$ cat config.mk
export PLATFORM = sky130hd
export DESIGN_NAME = sar_adc_ctl
export DESIGN_NICKNAME = d
export VERILOG_FILES = /design/src/rtl/sar_ctl_pkg.sv /design/src/rtl/sar_bus_port.sv /design/src/rtl/sar_sequencer.sv /design/src/rtl/sar_register.sv /design/src/rtl/sar_adc_ctl.sv
export SDC_FILE = /design/constraint.sdc
export NUM_CORES = 1
export LEC_CHECK = 0
export BUFFER_PORTS_ARGS = -buffer_cell sky130_fd_sc_hd__buf_2
export CAP_MARGIN = 20
export CORE_MARGIN = 4
export CORE_UTILIZATION = 55
export DETAILED_ROUTE_END_ITERATION = 6
export PLACE_DENSITY = 0.75
export REMOVE_ABC_BUFFERS = 1
export SLEW_MARGIN = 30
export SYNTH_ARGS = -nofsm -noshare
export SYNTH_HDL_FRONTEND = slang
export SYNTH_HIERARCHICAL = 1
export SYNTH_SLANG_ARGS = --single-unit
export TNS_END_PERCENT = 5
$ cat constraint.sdc
create_clock -name clk -period 2.14 [get_ports clk]
set_input_delay 0.642 -clock clk [delete_from_list [all_inputs] [get_ports clk]]
set_output_delay 0.642 -clock clk [all_outputs]
set_load 0.005 [all_outputs]
$ cat src/rtl/sar_ctl_pkg.sv
package sar_ctl_pkg;

    typedef enum logic [1:0] {
        PH_IDLE = 2'd0,
        PH_ACQ  = 2'd1,
        PH_CONV = 2'd2
    } phase_e;

endpackage

$ cat src/rtl/sar_bus_port.sv
module sar_bus_port #(
    parameter int WIDTH = 8
) (
    input  logic             clk,
    input  logic             rst,
    input  logic             cs_n,
    input  logic             rd_n,
    input  logic [WIDTH-1:0] latch_i,
    output logic             sel_fall_o,
    output logic [WIDTH-1:0] data_o,
    output logic             data_oe_o
);

    typedef struct packed {
        logic sel_prev;
    } port_state_t;

    port_state_t port_d, port_q;
    logic        sel_now;

    always_comb begin
        sel_now         = ~cs_n & ~rd_n;
        port_d          = port_q;
        port_d.sel_prev = sel_now;
        sel_fall_o      = sel_now & ~port_q.sel_prev;
        data_o          = latch_i;
        data_oe_o       = sel_now;
    end

    // The previous select is sampled during reset as well, so a select
    // held low across reset release does not look like a new request.
    always_ff @(posedge clk) begin
        port_q <= port_d;
    end

endmodule

$ cat src/rtl/sar_sequencer.sv
module sar_sequencer
    import sar_ctl_pkg::*;
#(
    parameter int WIDTH     = 8,
    parameter int ACQ_EDGES = 3
) (
    input  logic                      clk,
    input  logic                      rst,
    input  logic                      sel_fall_i,
    input  logic                      free_run_n,
    output logic                      busy_n_o,
    output logic                      hold_o,
    output logic                      cmp_en_o,
    output logic                      done_o,
    output logic [$clog2(WIDTH)-1:0]  bit_idx_o
);

    localparam int IW = $clog2(WIDTH);
    localparam int CW = $clog2(ACQ_EDGES + 1);
    localparam logic [CW-1:0] ACQ_LAST = CW'(ACQ_EDGES - 1);
    localparam logic [IW-1:0] TOP_IDX  = IW'(WIDTH - 1);

    typedef struct packed {
        phase_e        ph;
        logic          busy_n;
        logic          hold;
        logic          guard;
        logic [IW-1:0] idx;
        logic [CW-1:0] cnt;
    } seq_state_t;

    seq_state_t seq_d, seq_q;
    logic       start_req;

    always_comb begin
        seq_d       = seq_q;
        seq_d.guard = 1'b0;
        cmp_en_o    = 1'b0;
        done_o      = 1'b0;
        // In free-run the guard window does not apply.
        start_req   = free_run_n ? (sel_fall_i & ~seq_q.guard) : 1'b1;

        unique case (seq_q.ph)
            PH_IDLE: begin
                if (start_req) begin
                    seq_d.ph     = PH_ACQ;
                    seq_d.busy_n = 1'b0;
                    seq_d.cnt    = CW'(1);
                end
            end
            PH_ACQ: begin
                if (seq_q.cnt == ACQ_LAST) begin
                    seq_d.hold = 1'b1;
                    seq_d.ph   = PH_CONV;
                    seq_d.idx  = TOP_IDX;
                end else begin
                    seq_d.cnt = seq_q.cnt + CW'(1);
                end
            end
            PH_CONV: begin
                cmp_en_o = 1'b1;
                if (seq_q.idx == '0) begin
                    done_o       = 1'b1;
                    seq_d.ph     = PH_IDLE;
                    seq_d.busy_n = 1'b1;
                    seq_d.hold   = 1'b0;
                    seq_d.guard  = 1'b1;
                end else begin
                    seq_d.idx = seq_q.idx - IW'(1);
                end
            end
            default: seq_d.ph = PH_IDLE;
        endcase

        busy_n_o  = seq_q.busy_n;
        hold_o    = seq_q.hold;
        bit_idx_o = seq_q.idx;
    end

    always_ff @(posedge clk) begin
        if (rst) begin
            seq_q.ph     <= PH_IDLE;
            seq_q.busy_n <= 1'b1;
            seq_q.hold   <= 1'b0;
            seq_q.guard  <= 1'b0;
            seq_q.idx    <= '0;
            seq_q.cnt    <= '0;
        end else begin
            seq_q <= seq_d;
        end
    end

    // an accepted request pulls busy low on the next cycle
    p_start_busy_r4: assert property (@(posedge clk) disable iff (rst)
        (seq_q.ph == PH_IDLE && start_req) |=> !busy_n_o);

    // the finishing comparison releases hold and busy together
    p_end_release_r7: assert property (@(posedge clk) disable iff (rst)
        done_o |=> (busy_n_o && !hold_o));

    // hold is never up outside a conversion
    p_hold_in_busy_r7: assert property (@(posedge clk) disable iff (rst)
        hold_o |-> !busy_n_o);

    // a request right after busy rises is refused
    p_guard_r10: assert property (@(posedge clk) disable iff (rst)
        (seq_q.guard && free_run_n) |=> busy_n_o);

endmodule

$ cat src/rtl/sar_register.sv
module sar_register #(
    parameter int WIDTH = 8
) (
    input  logic                     clk,
    input  logic                     rst,
    input  logic                     cmp_en_i,
    input  logic                     done_i,
    input  logic [$clog2(WIDTH)-1:0] bit_idx_i,
    input  logic                     comp_i,
    output logic [WIDTH-1:0]         dac_code_o,
    output logic [WIDTH-1:0]         latch_o
);

    localparam int IW = $clog2(WIDTH);
    localparam logic [WIDTH-1:0] HALF = WIDTH'(1) << (WIDTH - 1);

    typedef struct packed {
        logic [WIDTH-1:0] code;
        logic [WIDTH-1:0] latch;
    } sar_state_t;

    sar_state_t       sar_d, sar_q;
    logic [WIDTH-1:0] trial;
    logic [IW-1:0]    lower_idx;

    always_comb begin
        sar_d     = sar_q;
        trial     = sar_q.code;
        lower_idx = bit_idx_i - IW'(1);
        if (cmp_en_i) begin
            trial[bit_idx_i] = comp_i;
            if (bit_idx_i != '0) begin
                trial[lower_idx] = 1'b1;
            end
            if (done_i) begin
                sar_d.latch = trial;
                sar_d.code  = HALF;
            end else begin
                sar_d.code  = trial;
            end
        end
        dac_code_o = sar_q.code;
        latch_o    = sar_q.latch;
    end

    always_ff @(posedge clk) begin
        if (rst) begin
            sar_q.code  <= HALF;
            sar_q.latch <= '0;
        end else begin
            sar_q <= sar_d;
        end
    end

    // the first decision of a conversion is made against half scale
    p_first_trial_r1: assert property (@(posedge clk) disable iff (rst)
        (cmp_en_i && bit_idx_i == IW'(WIDTH - 1)) |-> dac_code_o == HALF);

    // the code is back at half scale once a conversion has ended
    p_back_half_r5: assert property (@(posedge clk) disable iff (rst)
        done_i |=> dac_code_o == HALF);

endmodule

$ cat src/rtl/sar_adc_ctl.sv
module sar_adc_ctl #(
    parameter int WIDTH     = 8,
    parameter int ACQ_EDGES = 3
) (
    input  logic             clk,
    input  logic             rst,
    input  logic             cs_n,
    input  logic             rd_n,
    input  logic             free_run_n,
    input  logic             comp_i,
    output logic [WIDTH-1:0] dac_code_o,
    output logic             hold_o,
    output logic             busy_n_o,
    output logic [WIDTH-1:0] data_o,
    output logic             data_oe_o
);

    localparam int IW = $clog2(WIDTH);
    localparam logic [WIDTH-1:0] HALF = WIDTH'(1) << (WIDTH - 1);

    logic             sel_fall;
    logic             cmp_en;
    logic             done;
    logic [IW-1:0]    bit_idx;
    logic [WIDTH-1:0] latch;

    sar_bus_port #(.WIDTH(WIDTH)) u_port (
        .clk        (clk),
        .rst        (rst),
        .cs_n       (cs_n),
        .rd_n       (rd_n),
        .latch_i    (latch),
        .sel_fall_o (sel_fall),
        .data_o     (data_o),
        .data_oe_o  (data_oe_o)
    );

    sar_sequencer #(.WIDTH(WIDTH), .ACQ_EDGES(ACQ_EDGES)) u_seq (
        .clk        (clk),
        .rst        (rst),
        .sel_fall_i (sel_fall),
        .free_run_n (free_run_n),
        .busy_n_o   (busy_n_o),
        .hold_o     (hold_o),
        .cmp_en_o   (cmp_en),
        .done_o     (done),
        .bit_idx_o  (bit_idx)
    );

    sar_register #(.WIDTH(WIDTH)) u_reg (
        .clk        (clk),
        .rst        (rst),
        .cmp_en_i   (cmp_en),
        .done_i     (done),
        .bit_idx_i  (bit_idx),
        .comp_i     (comp_i),
        .dac_code_o (dac_code_o),
        .latch_o    (latch)
    );

    // the host-visible result moves only when busy rises
    p_data_steady_r3: assert property (@(posedge clk) disable iff (rst)
        (busy_n_o && $past(busy_n_o)) |-> $stable(data_o));

    // reset leaves the block idle at half scale with a cleared latch
    p_reset_state_r13: assert property (@(posedge clk)
        rst |=> (busy_n_o && !hold_o && dac_code_o == HALF && data_o == '0));

endmodule

==> qor.txt, run 1 <==
status: complete, no violations
Clock Tree Root: clkbuf_4
dpl hpwl: 2199 um
worst-margin pin slew: 374.2 ps
Synth area leaders: dfxtp_1 35%, buf_4 6.4%, ha_1 4.1%
global-route wire length before repair: 5299 um
vias per cell: 5.726
Fmax achieved: 530.1 MHz
post_cts resized: 0
skew final: 15.20 ps
PortBufs: 24
vias post-DR: 1191
final period utilization: 88.15%
Final Core Density: 62.57%
Worst-path clk slew: 160 ps
Syn Inst Count: 166
final WL: 2935 um
FF-to-FF Start: u_seq/bit_idx_o[0]
post-layout min period: 1886 ps
Worst R2R Path Depth: 8
Critical R2R Capture: u_reg/latch_o[4]
Worst setup EP type: flip-flop
Layout area overhead: 5.074%
I/O pin total: 25
Simple-Gate Fraction of Synth Area: 18.74%
Max rail drop VDD: 0.0004949 V
post-synthesis mux area share: 4.173%
Post-Synthesis Cell Area: 0.001529 mm^2
Routed Antenna Nets: 0
# fillers: 228
clock sink count: 27
post-synthesis sequential area ratio: 35.35%
critical path required time: 2410 ps
1st-pass router iterations: 4
total power: 0.8618 mW
Critical Path AT: 2160 ps
CTS Buffer Depth: 2
Setup CP Type: reg2reg
WHS Path Cells: 2
endpoints failing hold: 0
top cell type's share of synthesized area: 35.35%
num rows: 18
Tot GR Track Use: 18.94%
Die Area: 0.003688 mm^2
CTS H-Tree Depth: 1
CP startpoint: u_seq/bit_idx_o[0]
ant diodes: 0
Distinct cells, synth: 50
Chip Height: 60.73 um
R2R setup slack: 250 ps
Synth Area in XOR/XNOR: 0%
CP endpoint: u_reg/latch_o[4]
min-delay worst type: in2reg
power density over cell area: 536.4 mW/mm^2
pre-CTS setup slack: 313.9 ps
Finish-stage setup viols: 0
area leader, netlist: dfxtp_1
largest family of logic cells by synthesized area: compound AO/OA/AOI/OAI gates
Hold Crit Start: cs_n
wire per inst: 14.11 um
area of the multi-input gates: 765.7 um^2
CP Max Fanout: 9
Clk Latency, worst-skew pair: 340 ps
maximum number of pins on one net before global-route repair: 18
Sum Neg Setup Slack: 0 ps
Routability Congestion: 0.7507
Post-synth ARST share: 0%
Avg Synthesized Cell Area: 9.211 um^2
Synth Area in Compound Gates: 23.08%
core area: 0.002567 mm^2
Congestion Overflow GR: 0
Rel. slew slack: 74.56%
count of max-cap constraint violations: 0
top cells by count, synth: 27 x dfxtp_1, 16 x inv_1, 14 x nor2_1
vias in the first global route: 1165
Post-Synth Adder-Cell Area: 4.092%
Setup crit start kind: flip-flop
RSZ-0062 raised after global routing: no
initial antenna violation count: 0
Hold WS: 454.3 ps
Leakage: 0.6480 nW
Seq. cell area: 540.5 um^2
number of synthesized flops with an enable pin: 0
Die X: 60.73 um
DR DRC count: 0
initial core utilization: 59.55%
Main synth FF type: dfxtp_1
setup repair bufs after CTS: 0
fin worst setup slack: 253.7 ps
synth warn: 6
top-count cell post-synth: dfxtp_1
cts bufs inserted: 3
share of cells above drive strength 1: 31.46%
DRT iter0 DRCs: 39
CTS tree: yes
Hold-fix buffers, CTS: 0
fin. max-slew vios: 0
Seq cells post-synth: 27
fin nets: 190
## power by group
part	switching, mW	internal, mW
Sequential	0.00842	0.514
Combinational	0.0546	0.0425
Clock	0.166	0.0765
## sequential cells by signal, indices dropped and copies added (netlist names)
register	cells
u_seq/seq_q	5
u_seq/hold_o	1
u_reg/dac_code_o	8
u_seq/busy_n_o	1
u_port/port_q	1
u_seq/bit_idx_o	3
u_reg/latch_o	8
## placed cells by master, fill, tap and decap left out, drive strengths merged
cell type,synthesis,layout
or3b,2,2
o31ai,1,1
and3b,1,1
nand2,6,6
o311a,1,1
nor2b,1,1
nand3b,3,3
nand3,1,1
nor2,14,14
o32ai,7,7
and2,2,2
a21oi,5,5
o31a,1,1
nor3,8,8
buf,17,30
nand2b,4,4
inv,17,18
or2,1,1
a211oi,8,8
a31o,1,1
dfxtp,27,27
a21boi,1,1
o21a,3,3
mux2i,6,6
o21ai,4,4
clkbuf,5,3
and4b,1,1
o32a,1,1
a31oi,2,2
a221oi,2,2
o22a,1,1
o221a,2,2
o21bai,1,1
a211o,1,1
ha,5,5
nor3b,3,3
## metrics by stage
step	instance area (um^2)	instances
5_1_grt	1607	208
3_5_place_dp	1575	204
4_1_cts	1607	208
2_1_floorplan	1373	144
3_3_place_gp	1575	204
6_report	1607	208
## routing by layer
metal	up-vias	GRT usage [%]	routed length (um)
met5	-	0	0
met4	0	5.573	32
met3	5	4.468	127
met2	26	29.16	1353
met1	562	26.39	1422
li1	598	-	-
## final cells by class
| cell class | instances | area share [%] |
|---|---|---|
| clock inverter | 1 | 0.5452 |
| multi-input combinational | 100 | 47.66 |
| tap | 30 | 2.336 |
| sequential | 27 | 33.64 |
| inverter | 17 | 4.128 |
| timing repair buffer | 30 | 10.28 |
| clock buffer | 3 | 1.402 |
## worst min path at each step
stage / endpoint
after floorplan: u_seq/busy_n_o
after global placement: u_seq/busy_n_o
after detailed placement: u_seq/busy_n_o
after CTS: u_port/port_q
after global routing: u_port/port_q
final: u_port/port_q
## critical path, cell delays in order, from the launching register on
cell and delay [ps]:
dfxtp_1 360, inv_1 100, ha_1 180, nand2b_1 80, nor2_1 220, and2_1 360
buf_4 240, nor2_1 50, a211oi_1 220
## logic make-up after synthesis
logic type	count (synthesis)
simple gates	47
compound gates	42
buf+inv	39
flops	27
mux	6
fa+ha+maj	5
No activity file was read; power rests on OpenSTA's default activity.
==> run 2: changes to the inputs <==
--- a/config.mk
+++ b/config.mk
@@ -5,12 +5,14 @@
 export SDC_FILE = /design/constraint.sdc
 export NUM_CORES = 1
 export LEC_CHECK = 0
-export BUFFER_PORTS_ARGS = -buffer_cell sky130_fd_sc_hd__buf_2
 export CAP_MARGIN = 20
+export CELL_PAD_IN_SITES_DETAIL_PLACEMENT = 0
+export CELL_PAD_IN_SITES_GLOBAL_PLACEMENT = 1
 export CORE_MARGIN = 4
-export CORE_UTILIZATION = 55
+export CORE_UTILIZATION = 47
 export DETAILED_ROUTE_END_ITERATION = 6
-export PLACE_DENSITY = 0.75
+export DONT_BUFFER_PORTS = 1
+export PLACE_DENSITY = 0.74
 export REMOVE_ABC_BUFFERS = 1
 export SLEW_MARGIN = 30
 export SYNTH_ARGS = -nofsm -noshare
==> run 2 against run 1 <==
  * Core utilization shrank 14 points
  * Clock skew shrank 12 ps
  * Wire length shrank 2.2%
  * Worst setup slack gained 160 ps
  * Count of clock-buffer cells in the layout is the same
  * Global-route usage shrank 4.0 points
  * Critical path type unchanged
==> qor.txt, run 2 (synthesis gave the netlist of run 1 again) <==
post-layout min period: 1722 ps (-164.1 ps)
Clock Tree Root: clkbuf_4
clock sink count: 27 (unchanged)
fin. max-slew vios: 0 (unchanged)
dpl cell area: 0.001465 mm^2 (-7.0%)
# fillers: 297 (+30%)
Top Usage Layer GRT: met2
Final Core Density: 48.62% (-14 points)
Finish-stage setup viols: 0 (unchanged)
ant diodes: 0 (unchanged)
min-delay worst type: in2reg
initial core utilization: 49.67% (-9.9 points)
Routed Antenna Nets: 0 (unchanged)
Routability Congestion: 0.8324 (+11%)
power density over cell area: 566.6 mW/mm^2 (+5.6%)
Leakage: 0.5238 nW (-19%)
Setup CP Type: reg2reg
wire per inst: 14.57 um (+3.2%)
endpoints failing hold: 0 (unchanged)
num rows: 20 (+2)
Worst R2R Path Depth: 6 (-2)
CTS H-Tree Depth: 1 (unchanged)
vias per cell: 5.523 (-3.5%)
Layout area overhead: -2.127%
cts bufs inserted: 3 (unchanged)
critical path required time: 2380 ps (-30 ps)
Tot GR Track Use: 14.90% (-4.0 points)
fin nets: 165 (-13%)
Critical Path AT: 1970 ps (-190 ps)
DRT iter0 DRCs: 36 (-7.7%)
setup repair bufs after CTS: 0 (unchanged)
count of max-cap constraint violations: 0 (unchanged)
vias in the first global route: 992 (-15%)
share of cells above drive strength 1: 20.26% (-11 points)
core area: 0.003078 mm^2 (+20%)
met3 Resource Use GR: 6.412% (+1.9 points)
Fmax achieved: 580.6 MHz (+9.5%)
Die Area: 0.004230 mm^2 (+15%)
Die X: 65.04 um (+7.1%)
area of the multi-input gates: 765.7 um^2 (unchanged)
pre-CTS setup slack: 453.2 ps (+139.2 ps)
Rel. slew slack: 73.79% (-0.77 points)
1st-pass router iterations: 4 (unchanged)
commonest non-fill, non-tap cell in the layout: dfxtp_1
grt met1 use: 19.66% (-6.7 points)
Clk Latency, worst-skew pair: 340 ps (about the same)
DR DRC count: 0 (unchanged)
Congestion Overflow GR: 0 (unchanged)
dpl hpwl: 2059 um (-6.3%)
Hold-fix buffers, CTS: 0 (unchanged)
vias post-DR: 1088 (-8.6%)
post_cts resized: 0 (unchanged)
I/O pin total: 25 (unchanged)
final instance area: 0.001496 mm^2 (-6.9%)
WHS Path Cells: 1 (-1)
PortBufs: 0 (-100%)
RSZ-0062 raised after global routing: no
Chip Height: 65.04 um (+7.1%)
final period utilization: 80.48% (-7.7 points)
Max rail drop VDD: 0.0004276 V (-14%)
global-route wire length before repair: 4961 um (-6.4%)
initial antenna violation count: 0 (unchanged)
CTS tree: yes
skew final: 3.288 ps (-11.91 ps)
Seq. cell area: 540.5 um^2 (unchanged)
status: complete, no violations
Sum Neg Setup Slack: 0 ps (unchanged)
met2 usage: 21.97% (-7.2 points)
Worst-path clk slew: 160 ps (about the same)
Hold WS: 337.4 ps (-116.9 ps)
most frequent cells in the layout: 27 x dfxtp_1, 16 x inv_1, 14 x nor2_1, 7 x o32ai_1, 6 x nor3_1
maximum number of pins on one net before global-route repair: 29 (+11)
worst-margin pin slew: 385.5 ps (+11.25 ps)
Worst setup EP type: flip-flop
final WL: 2870 um (-2.2%)
fin worst setup slack: 417.8 ps (+164.1 ps)
CP Max Fanout: 8 (-1)
Setup crit start kind: flip-flop
CTS Buffer Depth: 2 (unchanged)
[run 2: final cells by class]
class	count	area share, %
Clock buffer	3	1.505
Inverter	17	4.431
Multi-Input combinational cell	100	51.17
Clock inverter	1	0.5853
Timing Repair Buffer	5	2.508
Sequential cell	27	36.12
Tap cell	44	3.679
[run 2: path summary, 6_finish.rpt]
path / startpoint / end / slack [ps]
worst min register to register: u_seq/hold_o / u_seq/hold_o / 500
worst max register to register: u_seq/bit_idx_o[0] / u_reg/dac_code_o[7] / 420
worst min-delay path: rst / u_reg/latch_o[0] / 340
worst max-delay path: u_seq/bit_idx_o[0] / u_reg/dac_code_o[7] / 420
[run 2: worst max-delay path, cell delays in order (launching register included)]
cell and delay (ps):
dfxtp_1 390, inv_1 90, ha_1 210, nand2b_1 100, nor2_1 70, or3b_1 530
o32a_1 230
[run 2: layer usage]
metal | vias up | share of wire (%)
met3 | 2 | 8.0
li1 | 548 | -
met5 | - | 0
met4 | 0 | 0.73
met2 | 29 | 43
met1 | 509 | 48
[run 2: power by group]
group	internal (mW)	total, mW	leakage, nW	switching (mW)
sequential	0.514	0.524	0.219	0.00990
combinational	0.0363	0.0778	0.286	0.0415
clock	0.0764	0.246	0.0183	0.170
[run 2: stage by stage]
stage                     instances  power, mW
final                           197     0.8479
after global routing            197     0.8877
after CTS                       197     0.8566
after detailed placement        193     0.6117
after global placement          193     0.6077
after floorplan                 144     0.5914
==> run 3: changes to the inputs <==
--- a/config.mk
+++ b/config.mk
@@ -5,14 +5,15 @@
 export SDC_FILE = /design/constraint.sdc
 export NUM_CORES = 1
 export LEC_CHECK = 0
+export ABC_AREA = 1
 export CAP_MARGIN = 20
 export CELL_PAD_IN_SITES_DETAIL_PLACEMENT = 0
 export CELL_PAD_IN_SITES_GLOBAL_PLACEMENT = 1
 export CORE_MARGIN = 4
-export CORE_UTILIZATION = 47
+export CORE_UTILIZATION = 40
 export DETAILED_ROUTE_END_ITERATION = 6
 export DONT_BUFFER_PORTS = 1
-export PLACE_DENSITY = 0.74
+export PLACE_DENSITY = 0.71
 export REMOVE_ABC_BUFFERS = 1
 export SLEW_MARGIN = 30
 export SYNTH_ARGS = -nofsm -noshare
==> constraint.sdc (replaced) <==
create_clock -name clk -period 1.4 [get_ports clk]
set_input_delay 0.42 -clock clk [delete_from_list [all_inputs] [get_ports clk]]
set_output_delay 0.42 -clock clk [all_outputs]
set_load 0.005 [all_outputs]
==> run 3 against run 2 <==
  * Synthesized cell count up 40%
  * Register-to-register slack got worse by 370 ps
  * Via count up 28%
  * Sequential power up 54%
  * Sequential share of layout area fell by 5.3 points
  * Worst setup slack got worse by 370 ps
  * Worst hold slack got worse by 150 ps
  * Non-clock buffer count is 5 higher
  * Final area increased by 19%
  * Power up 83%
  * Final cell count increased by 41%
  * Largest cell class unchanged
  * Largest power group unchanged
==> qor.txt, run 3 <==
Synth area leaders: dfxtp_1 34%, nand2_1 16%, inv_1 7.5%
DR DRC count: 0 (unchanged)
area leader, netlist: dfxtp_1
status: complete, no violations
CTS H-Tree Depth: 1 (unchanged)
top-count cell post-synth: nand2_1
Syn Inst Count: 232 (+40%)
power density over cell area: 871.4 mW/mm^2 (+54%)
Hold EP: u_reg/dac_code_o[3]
Worst setup EP type: flip-flop
worst-margin pin slew: 290.3 ps (-95.17 ps)
Sum Neg Setup Slack: 0 ps (unchanged)
number of synthesized flops with an enable pin: 0 (unchanged)
fin nets: 242 (+47%)
Finish-stage setup viols: 0 (unchanged)
core area: 0.003744 mm^2 (+22%)
Clk Latency, worst-skew pair: 280 ps (-60 ps)
CTS tree: yes
Non-Filler Instances: 278 (+41%)
Internal Power: 1.102 mW (+76%)
Leakage: 0.7520 nW (+44%)
Seq cells post-synth: 27 (unchanged)
post-synthesis sequential area ratio: 33.94% (-1.4 points)
FF-to-FF Start: u_seq/bit_idx_o[0]
Worst-path clk slew: 100 ps (-60 ps)
synth warn: 6 (unchanged)
num rows: 22 (+10%)
critical path required time: 1570 ps (-810 ps)
1st-pass router iterations: 5 (+1)
Hold Crit Start: rst
clock sink count: 27 (unchanged)
Critical R2R Capture: u_reg/dac_code_o[7]
initial core utilization: 42.55% (-7.1 points)
cts bufs inserted: 3 (unchanged)
fin. max-slew vios: 0 (unchanged)
min-delay worst type: in2reg
CTS Buffer Depth: 2 (unchanged)
Final Core Density: 47.59% (-1.0 points)
top cell type's share of synthesized area: 33.94% (-1.4 points)
Gate power share: 18.3% (+9.1 points)
CP Max Fanout: 5 (-3)
Max rail drop VDD: 0.0005653 V (+32%)
Rel. slew slack: 80.53% (+6.7 points)
Congestion Overflow GR: 0 (unchanged)
post-layout min period: 1349 ps (-373.1 ps)
WHS Path Cells: 1 (unchanged)
Chip Height: 71.10 um (+9.3%)
Clock Tree Root: clkbuf_8
R2R setup slack: 50 ps (-370 ps)
Post-synth ARST share: 0% (unchanged)
dpl hpwl: 2828 um (+37%)
Setup crit start kind: flip-flop
I/O pin total: 25 (unchanged)
vias in the first global route: 1292 (+30%)
maximum number of pins on one net before global-route repair: 17 (-41%)
endpoints failing hold: 0 (unchanged)
Distinct cells, synth: 24 (-52%)
wire per inst: 13.14 um (-9.8%)
# fillers: 388 (+31%)
Layout area overhead: 11.86%
most frequent cells in the layout: 59 x nand2_1, 29 x inv_1, 24 x dfxtp_1, 22 x nand3_1, 13 x nand2_2
Worst R2R Path Depth: 9 (+3)
Reg power frac: 52.1% (-9.7 points)
Routability Congestion: 0.7676 (-7.8%)
Tot GR Track Use: 14.54% (-0.36 points)
vias post-DR: 1393 (+28%)
Critical Path AT: 1520 ps (-450 ps)
Setup CP Type: reg2reg
Post-Synthesis Cell Area: 0.001593 mm^2 (+4.2%)
Die Area: 0.005055 mm^2 (+20%)
vias per cell: 5.011 (-9.3%)
Placed Cells: 273 (+41%)
Main synth FF type: dfxtp_1
top cells by count, synth: 66 x nand2_1, 32 x inv_1, 27 x dfxtp_1
switch share: 29.02% (+2.9 points)
Hold WS: 184.7 ps (-152.8 ps)
count of max-cap constraint violations: 0 (unchanged)
total power: 1.553 mW (+83%)
clock share of power: 29.6% (+0.6 points)
initial antenna violation count: 0 (unchanged)
global-route wire length before repair: 5913 um (+19%)
share of cells above drive strength 1: 28.26% (+8.0 points)
Die X: 71.10 um (+9.3%)
skew final: 10.01 ps (+6.725 ps)
P_sw: 0.4506 mW (+100%)
commonest non-fill, non-tap cell in the layout: nand2_1
Routed Antenna Nets: 0 (unchanged)
final period utilization: 96.37% (+16 points)
Avg Synthesized Cell Area: 6.865 um^2 (-25%)
DRT iter0 DRCs: 47 (+31%)
ant diodes: 0 (unchanged)
Fmax achieved: 741.2 MHz (+28%)
final WL: 3652 um (+27%)
PortBufs: 0 (unchanged)
run 3: how the worst max path moves through the flow:
stage                     endpoint                from  cells after the start
5_1_grt        u_reg/dac_code_o[7]  u_seq/bit_idx_o[0]                      9
3_5_place_dp   u_reg/dac_code_o[7]  u_seq/bit_idx_o[0]                      8
4_1_cts        u_reg/dac_code_o[6]  u_seq/bit_idx_o[1]                     10
3_3_place_gp   u_reg/dac_code_o[7]  u_seq/bit_idx_o[0]                      8
2_1_floorplan     u_reg/latch_o[1]  u_seq/bit_idx_o[0]                      7
6_report       u_reg/dac_code_o[7]  u_seq/bit_idx_o[0]                      9
run 3: cell type report:
type                    count  area [um^2]  share of cell area, %
inverters                  37        148.9                  8.357
flip-flops and latches     27        549.3                  30.83
well taps                  48        60.06                  3.371
repair buffers             10        91.34                  5.126
clock inverters             1        7.507                 0.4213
clock buffers               3        41.29                  2.317
multi-input cells         152        883.3                  49.58
run 3: per-layer routing:
| layer | track usage [%] | vias up | wire length, um |
|---|---|---|---|
| met5 | 0 | - | 0 |
| met4 | 4.175 | 0 | 46 |
| met3 | 5.256 | 6 | 223 |
| met2 | 26.06 | 30 | 1941 |
| met1 | 16.03 | 644 | 1439 |
| li1 | - | 713 | - |
run 3: worst max-delay path: stages (launching register included):
cell and delay, ps:
dfxtp_4 390, inv_8 50, ha_4 160, inv_2 50
nand2_1 60, nand2_2 110, nor2_2 60, buf_4 130
a21oi_4 150, o21ai_0 90
run 3: power groups by stage:
stage / sequential [mW] / combinational (mW) / clock, mW
after floorplan: 0.831 / 0.163 / 0
after global placement: 0.826 / 0.226 / 0
after detailed placement: 0.827 / 0.236 / 0
after CTS: 0.810 / 0.242 / 0.486
after global routing: 0.813 / 0.318 / 0.510
final: 0.809 / 0.284 / 0.460
run 3: kinds of logic (layout without fill, tap and decap cells):
kind of cell / Yosys count / count (layout) / synth area share [%]
compound gates: 25 / 25 / 9.741
fa+ha+maj: 5 / 5 / 3.928
buf+inv: 53 / 51 / 16.50
flops: 27 / 27 / 33.94
simple gates: 122 / 122 / 35.90
run 3: timing repair:
action / 4_1_cts / 5_1_grt
endpoints found under the setup margin: 14 / 18
resized for setup: 8 / 27
hold buffers: 0 / 0
pin swaps: 0 / 7
buffers inserted: 0 / 1
run 3: stage by stage:
| stage | area (um^2) | setup WS, ps |
|---|---|---|
| 2_1_floorplan | 1471 | -319.6 |
| 3_3_place_gp | 1612 | -6.355 |
| 3_5_place_dp | 1612 | -71.66 |
| 4_1_cts | 1682 | 12.43 |
| 5_1_grt | 1782 | -27.04 |
| 6_report | 1782 | 50.87 |
